`config.mk`:
```
export PLATFORM = sky130hd
export DESIGN_NAME = irq_status_top
export DESIGN_NICKNAME = d
export VERILOG_FILES = /design/src/rtl/isr_pkg.sv /design/src/rtl/isr_pending_bits.sv /design/src/rtl/isr_read_port.sv /design/src/rtl/isr_legacy_irq.sv /design/src/rtl/irq_status_top.sv
export SDC_FILE = /design/constraint.sdc
export NUM_CORES = 1
export LEC_CHECK = 0
export BUFFER_PORTS_ARGS = -buffer_cell sky130_fd_sc_hd__buf_2
export CAP_MARGIN = 40
export CORE_AREA = 3 3 40 42
export DETAILED_ROUTE_END_ITERATION = 7
export DIE_AREA = 0 0 43 45
export SLEW_MARGIN = 20
export SYNTH_ARGS = -nofsm -noshare
export SYNTH_HDL_FRONTEND = slang
export SYNTH_HIERARCHICAL = 1
export SYNTH_SLANG_ARGS = --single-unit
export TNS_END_PERCENT = 50
```
`constraint.sdc`:
```
create_clock -name clk -period 0.8 [get_ports clk]
set_input_delay 0.04 -clock clk [delete_from_list [all_inputs] [get_ports clk]]
set_output_delay 0.04 -clock clk [all_outputs]
set_load 0.03 [all_outputs]
```
`src/rtl/isr_pkg.sv`:
```
package isr_pkg;
  localparam int unsigned STATUS_W  = 8;
  localparam int unsigned NUM_SRC   = 2;
  localparam int unsigned CFG_BIT   = 0;
  localparam int unsigned QUEUE_BIT = 1;
endpackage

```
`src/rtl/isr_pending_bits.sv`:
```
module isr_pending_bits #(
  parameter int unsigned NUM_SRC = 2
) (
  input  logic               clk,
  input  logic               rst_n,
  input  logic [NUM_SRC-1:0] set_vec,
  input  logic               clr,
  output logic [NUM_SRC-1:0] pend_q
);
  logic [NUM_SRC-1:0] pend_d;

  // a clear drops old bits; events of the same cycle survive it
  always_comb begin
    pend_d = (clr ? '0 : pend_q) | set_vec;
  end

  always_ff @(posedge clk or negedge rst_n) begin
    if (!rst_n) pend_q <= '0;
    else        pend_q <= pend_d;
  end

  assert_clear_keeps_new_R5: assert property (@(posedge clk) disable iff (!rst_n)
    clr |=> pend_q == $past(set_vec));

  for (genvar i = 0; i < NUM_SRC; i++) begin : g_bit_chk
    assert_event_sets_R1: assert property (@(posedge clk) disable iff (!rst_n)
      set_vec[i] |=> pend_q[i]);
    assert_sticky_R2: assert property (@(posedge clk) disable iff (!rst_n)
      (!clr && pend_q[i]) |=> pend_q[i]);
  end
endmodule

```
`src/rtl/isr_read_port.sv`:
```
module isr_read_port #(
  parameter int unsigned NUM_SRC = 2,
  parameter int unsigned DATA_W  = 8
) (
  input  logic               clk,
  input  logic               rst_n,
  input  logic               rd_stb,
  input  logic [NUM_SRC-1:0] pend,
  output logic [DATA_W-1:0]  rd_data
);
  localparam int unsigned PAD_W = DATA_W - NUM_SRC;

  logic [DATA_W-1:0] data_d;

  always_comb begin
    data_d = {{PAD_W{1'b0}}, pend};
  end

  always_ff @(posedge clk or negedge rst_n) begin
    if (!rst_n)      rd_data <= '0;
    else if (rd_stb) rd_data <= data_d;
  end

  assert_data_hold_R3: assert property (@(posedge clk) disable iff (!rst_n)
    !rd_stb |=> $stable(rd_data));
endmodule

```
`src/rtl/isr_legacy_irq.sv`:
```
module isr_legacy_irq #(
  parameter int unsigned NUM_SRC = 2
) (
  input  logic               clk,
  input  logic               rst_n,
  input  logic [NUM_SRC-1:0] pend,
  input  logic               msi_en,
  input  logic               intx_mask,
  output logic               irq_status,
  output logic               intx_line
);
  always_comb begin
    irq_status = !msi_en && (|pend);
    intx_line  = irq_status && !intx_mask;
  end

  assert_msi_silent_R8: assert property (@(posedge clk) disable iff (!rst_n)
    msi_en |-> (!irq_status && !intx_line));
  assert_mask_blocks_R7: assert property (@(posedge clk) disable iff (!rst_n)
    intx_mask |-> !intx_line);
  assert_pending_raises_R6: assert property (@(posedge clk) disable iff (!rst_n)
    (!msi_en && !intx_mask && (pend != '0)) |-> (irq_status && intx_line));
endmodule

```
`src/rtl/irq_status_top.sv`:
```
module irq_status_top #(
  parameter int unsigned SYNC_STAGES = 2
) (
  input  logic                          clk,
  input  logic                          rst_n,
  input  logic                          cfg_evt,
  input  logic                          queue_evt,
  input  logic                          rd_stb,
  output logic [isr_pkg::STATUS_W-1:0]  rd_data,
  input  logic                          msi_en,
  input  logic                          intx_mask,
  output logic                          irq_status,
  output logic                          intx_line
);
  import isr_pkg::*;

  logic [SYNC_STAGES-1:0] rst_pipe;
  logic                   rst_sync_n;
  logic [NUM_SRC-1:0]     set_vec;
  logic [NUM_SRC-1:0]     pend;

  // assert asynchronously, release after SYNC_STAGES edges
  always_ff @(posedge clk or negedge rst_n) begin
    if (!rst_n) rst_pipe <= '0;
    else        rst_pipe <= {rst_pipe[SYNC_STAGES-2:0], 1'b1};
  end
  assign rst_sync_n = rst_pipe[SYNC_STAGES-1];

  always_comb begin
    set_vec            = '0;
    set_vec[CFG_BIT]   = cfg_evt;
    set_vec[QUEUE_BIT] = queue_evt;
  end

  isr_pending_bits #(.NUM_SRC(NUM_SRC)) u_pend (
    .clk    (clk),
    .rst_n  (rst_sync_n),
    .set_vec(set_vec),
    .clr    (rd_stb),
    .pend_q (pend)
  );

  isr_read_port #(.NUM_SRC(NUM_SRC), .DATA_W(STATUS_W)) u_rd (
    .clk    (clk),
    .rst_n  (rst_sync_n),
    .rd_stb (rd_stb),
    .pend   (pend),
    .rd_data(rd_data)
  );

  isr_legacy_irq #(.NUM_SRC(NUM_SRC)) u_irq (
    .clk       (clk),
    .rst_n     (rst_sync_n),
    .pend      (pend),
    .msi_en    (msi_en),
    .intx_mask (intx_mask),
    .irq_status(irq_status),
    .intx_line (intx_line)
  );

  assert_read_value_R3: assert property (@(posedge clk) disable iff (!rst_sync_n)
    rd_stb |=> rd_data == {{(STATUS_W-NUM_SRC){1'b0}}, $past(pend)});
  assert_read_clears_R4: assert property (@(posedge clk) disable iff (!rst_sync_n)
    (rd_stb && !cfg_evt && !queue_evt) |=> !irq_status);
  assert_reset_quiet_R9: assert property (@(posedge clk)
    !rst_n |-> (!irq_status && !intx_line && rd_data == '0));
endmodule

```
==> run summary <==
The power per cell area came out at 1990 mW/mm^2. In the synthesized netlist the dominant register cell turns out to be sky130_fd_sc_hd__dfrtp_1. The cell count after synthesis came out at 22. Including well taps, the total number of placed cells is between 40 and 50. TritonCTS built the clock tree. The highest-delay cell along the critical path is sky130_fd_sc_hd__dfrtp_1. Sequential elements use between 50 and 60% of the synthesized area.

The iteration count of the initial detailed-routing pass is 1. The initial utilization of the core area, before any placement, comes to 20.5%. In this run switching power makes up a little over a quarter of total power. The min-delay analysis places its worst path in the category reg -> async. In the final layout, flip-flops and latches occupy around 150 sq um. The via count of the first global-routing pass is around 200. For the final database, setup skew stands at 0.00420 ns.

The post-detailed-route count of antenna-violating nets is 0. By area the synthesized netlist is led by sky130_fd_sc_hd__dfrtp_1 (57%), sky130_fd_sc_hd__buf_4 (17%), sky130_fd_sc_hd__mux2_2 (8.5%). The via density per instance came out at 3.39. The worst ir drop on vdd came out at about 0.0009 V.

The total number of clock tree sinks is 6. The time the worst path needs with I/O delays and setup came out at 0.997 ns. Buffers placed on the I/O ports in this run total 10. The critical path in this run is classified as reg -> out.

Of all cell types, the one taking the most synthesized area is sky130_fd_sc_hd__dfrtp_1. The instance area after placement came out at 309 sq um. The initial antenna violation count was 0. Row generation in the floorplan step produced 13 rows. The setup slack after layout came out at -0.197 ns. At the end of routability-driven placement, the weighted congestion stood at roughly 0.7. Setup repair after global routing could not meet its margin everywhere. The upper clock frequency limit came out at 1000 MHz. The first global-routing pass estimated 731 microns of wire. The number of max-capacitance violations reported is 0.

The number of hold violations in the final report is 0. The filler cells instantiated in the layout total ~140. The number of max-slew violations in the final report was 0.

The number of remaining DRC errors is 0. The clock network is responsible for 33.1% of the overall power. The worst setup path is launched from a register. By count the netlist is led by sky130_fd_sc_hd__buf_4 (6), sky130_fd_sc_hd__dfrtp_1 (6), sky130_fd_sc_hd__a21o_1 (2), sky130_fd_sc_hd__conb_1 (2), sky130_fd_sc_hd__mux2_2 (2).

The post-route cell area came out at 402 sq um. The internal portion of total power is 0.581 mW. The area of the core region is 0.00128 sq mm.

The aggregate global-route resource usage came out at under 10%. Once layout is complete, the utilization of the core stands at 31.3%. In this run the power spent charging and discharging nets is 0.218 mW. The depth of the CTS H-tree came out at 1. The total negative slack for setup checks came out at -0.592 ns. For this block, the initial DRC count from the detailed router was 0. The width of the die came out at 43 microns.

The longest individual stage delay on the worst path is 0.38 ns. The final net count came out at 48. The detail-routed net length per standard cell came out at 8.24 microns. The clock passes through at most 2 buffers. The number of distinct standard cells referenced by the synthesized netlist came out at 9.

The maximum number of pins on one net before global-route repair came out at 5. The category of the worst setup path capture point is an output pin. The number of failing setup endpoints in the final timing report came out at 6. The final critical-path share of the clock period came out at 125%.

The vertical extent of the die came out at around 45 microns. The checks that failed: setup timing. The part of the total power dissipated in sequential elements is 43.4%. The die covers 0.00194 sq mm. The run finished, with violations left. The clock slew at the register clock pins of the worst setup and hold paths came out at 0.04 ns.

The async set-reset flop share out of synthesis came out at 100%. Clock tree synthesis selected as its root buffer the cell sky130_fd_sc_hd__clkbuf_4. The number of vias after detailed routing is 183. The required arrival time at the worst endpoint is 0.76 ns.

The wire-length estimate of the detail-placed layout is about 310 microns. The fraction of layout instances using a drive strength above 1 came out at 53.8%. The total length of routed wires is 445 microns. Summing every instance area after synthesis gives roughly 260 sq um.

The number of clock buffers inserted by TritonCTS is 3. In this run, synthesis produced a sequential element count of 6. Combinational logic is responsible for a little under a quarter of the overall power.

The peak fanout along the critical path is 2. The proportion of netlist area held by the largest area contributor is 56.9%. The number of non-filler instances in the completed layout is 54. For the worst-skew pair, the clock arrives at the later sink with an insertion delay of between 0.2 and 0.25 ns. The number of warnings printed during yosys synthesis is 6. 0 antenna diodes ended up in the layout. The number of I/O pins is 17. The signal on the critical path passes through nor2_2 > nor2_1 > buf_4. The synthesis-to-finish area growth is 52.1%. In this run the static leakage power is just over 0.2 nW. The number of flops mapped to enable cells by yosys is 0. The total grt overflow came out at 0.

After synthesis, the mean cell area works out to 12.0 sq um. The hold slack came out at 0.0534 ns. The multi-input logic area is ~91 sq um. The arrival time at the worst endpoint is approximately 0.96 ns.
==> final cells by class <==
type                       instances  share of cell area (%)
sequential                         6                    38.0
timing repair buffer              15                    28.0
multi-input combinational         14                    22.7
clock buffer                       3                    5.61
tap                               15                    4.67
inverter                           1                   0.935
==> through the flow <==
step / power (mW) / worst slack (ns)
floorplan: 0.470 / -0.0456
global placement: 0.487 / 0.0214
detailed placement: 0.489 / 0.0135
CTS: 0.803 / -0.216
global route: 0.857 / -0.259
finish: 0.799 / -0.197
==> flip-flops by register name, summed over array words and instances, names as in the netlist <==
register	flops
rst_pipe	2
u_pend/pend_q	2
u_rd/rd_data	2
==> worst paths after layout <==
path                             startpoint         endpoint  slack, ns  cells past startpoint
max in group asynchronous       rst_pipe[1]  u_rd/rd_data[1]       0.58                      0
setup reg to reg           u_pend/pend_q[1]  u_rd/rd_data[1]      -0.10                      2
hold / removal                  rst_pipe[1]  u_rd/rd_data[0]       0.05                      0
setup / recovery           u_pend/pend_q[0]       irq_status      -0.20                      3
hold reg to reg                 rst_pipe[1]  u_rd/rd_data[0]       0.05                      0
min in group clk                     rd_stb  u_rd/rd_data[0]       0.11                      2
==> routing by layer <==
layer  wire length, microns  GRT usage (%)
met4                      0           5.42
met5                      0              0
met1                    171           5.21
met2                    194           8.38
met3                     78           3.98
==> placed cells by master, fill, tap and decap left out <==
master,netlist,final
sky130_fd_sc_hd__dlygate4sd3_1,0,3
sky130_fd_sc_hd__conb_1,2,7
sky130_fd_sc_hd__nor2_1,1,1
sky130_fd_sc_hd__buf_4,6,4
sky130_fd_sc_hd__nor2_2,1,1
sky130_fd_sc_hd__nor3_2,1,1
sky130_fd_sc_hd__clkbuf_4,0,3
sky130_fd_sc_hd__dfrtp_2,0,2
sky130_fd_sc_hd__a21o_1,2,2
sky130_fd_sc_hd__dfrtp_1,6,4
sky130_fd_sc_hd__inv_1,1,1
sky130_fd_sc_hd__buf_2,0,6
sky130_fd_sc_hd__buf_6,0,2
sky130_fd_sc_hd__mux2_4,0,2
==> kinds of logic after synthesis <==
family                 count (synthesis)  synth area share, %
buffers and inverters                  7                 18.5
and+or+nand+nor                        3                 7.58
muxes                                  2                 8.53
other                                  2                 2.84
AOI/OAI and AO/OA                      2                 5.69
DFF                                    6                 56.9
==> worst max-delay path, delay by kind of cell (launching register included) <==
| kind | cells | cell delay (ns) |
|---|---|---|
| flops | 1 | 0.38 |
| simple gates | 2 | 0.19 |
| buf+inv | 1 | 0.16 |
==> power by group through the flow <==
| stage | Combinational, mW | Clock, mW | Sequential [mW] |
|---|---|---|---|
| 4_1_cts | 0.173 | 0.283 | 0.347 |
| 3_3_place_gp | 0.138 | 0 | 0.349 |
| 6_report | 0.187 | 0.265 | 0.347 |
| 2_1_floorplan | 0.0978 | 0 | 0.372 |
| 3_5_place_dp | 0.139 | 0 | 0.349 |
| 5_1_grt | 0.200 | 0.306 | 0.350 |
==> timing repair <==
action,in CTS,in global routing
resized for setup,6,2
buffers inserted,1,1
endpoints found under the setup margin,4,7
gates cloned,0,0
endpoints found under the hold margin,4,0
pin swaps,1,1
hold buffers,3,0
Note: power is estimated with default switching activity, not from simulation.
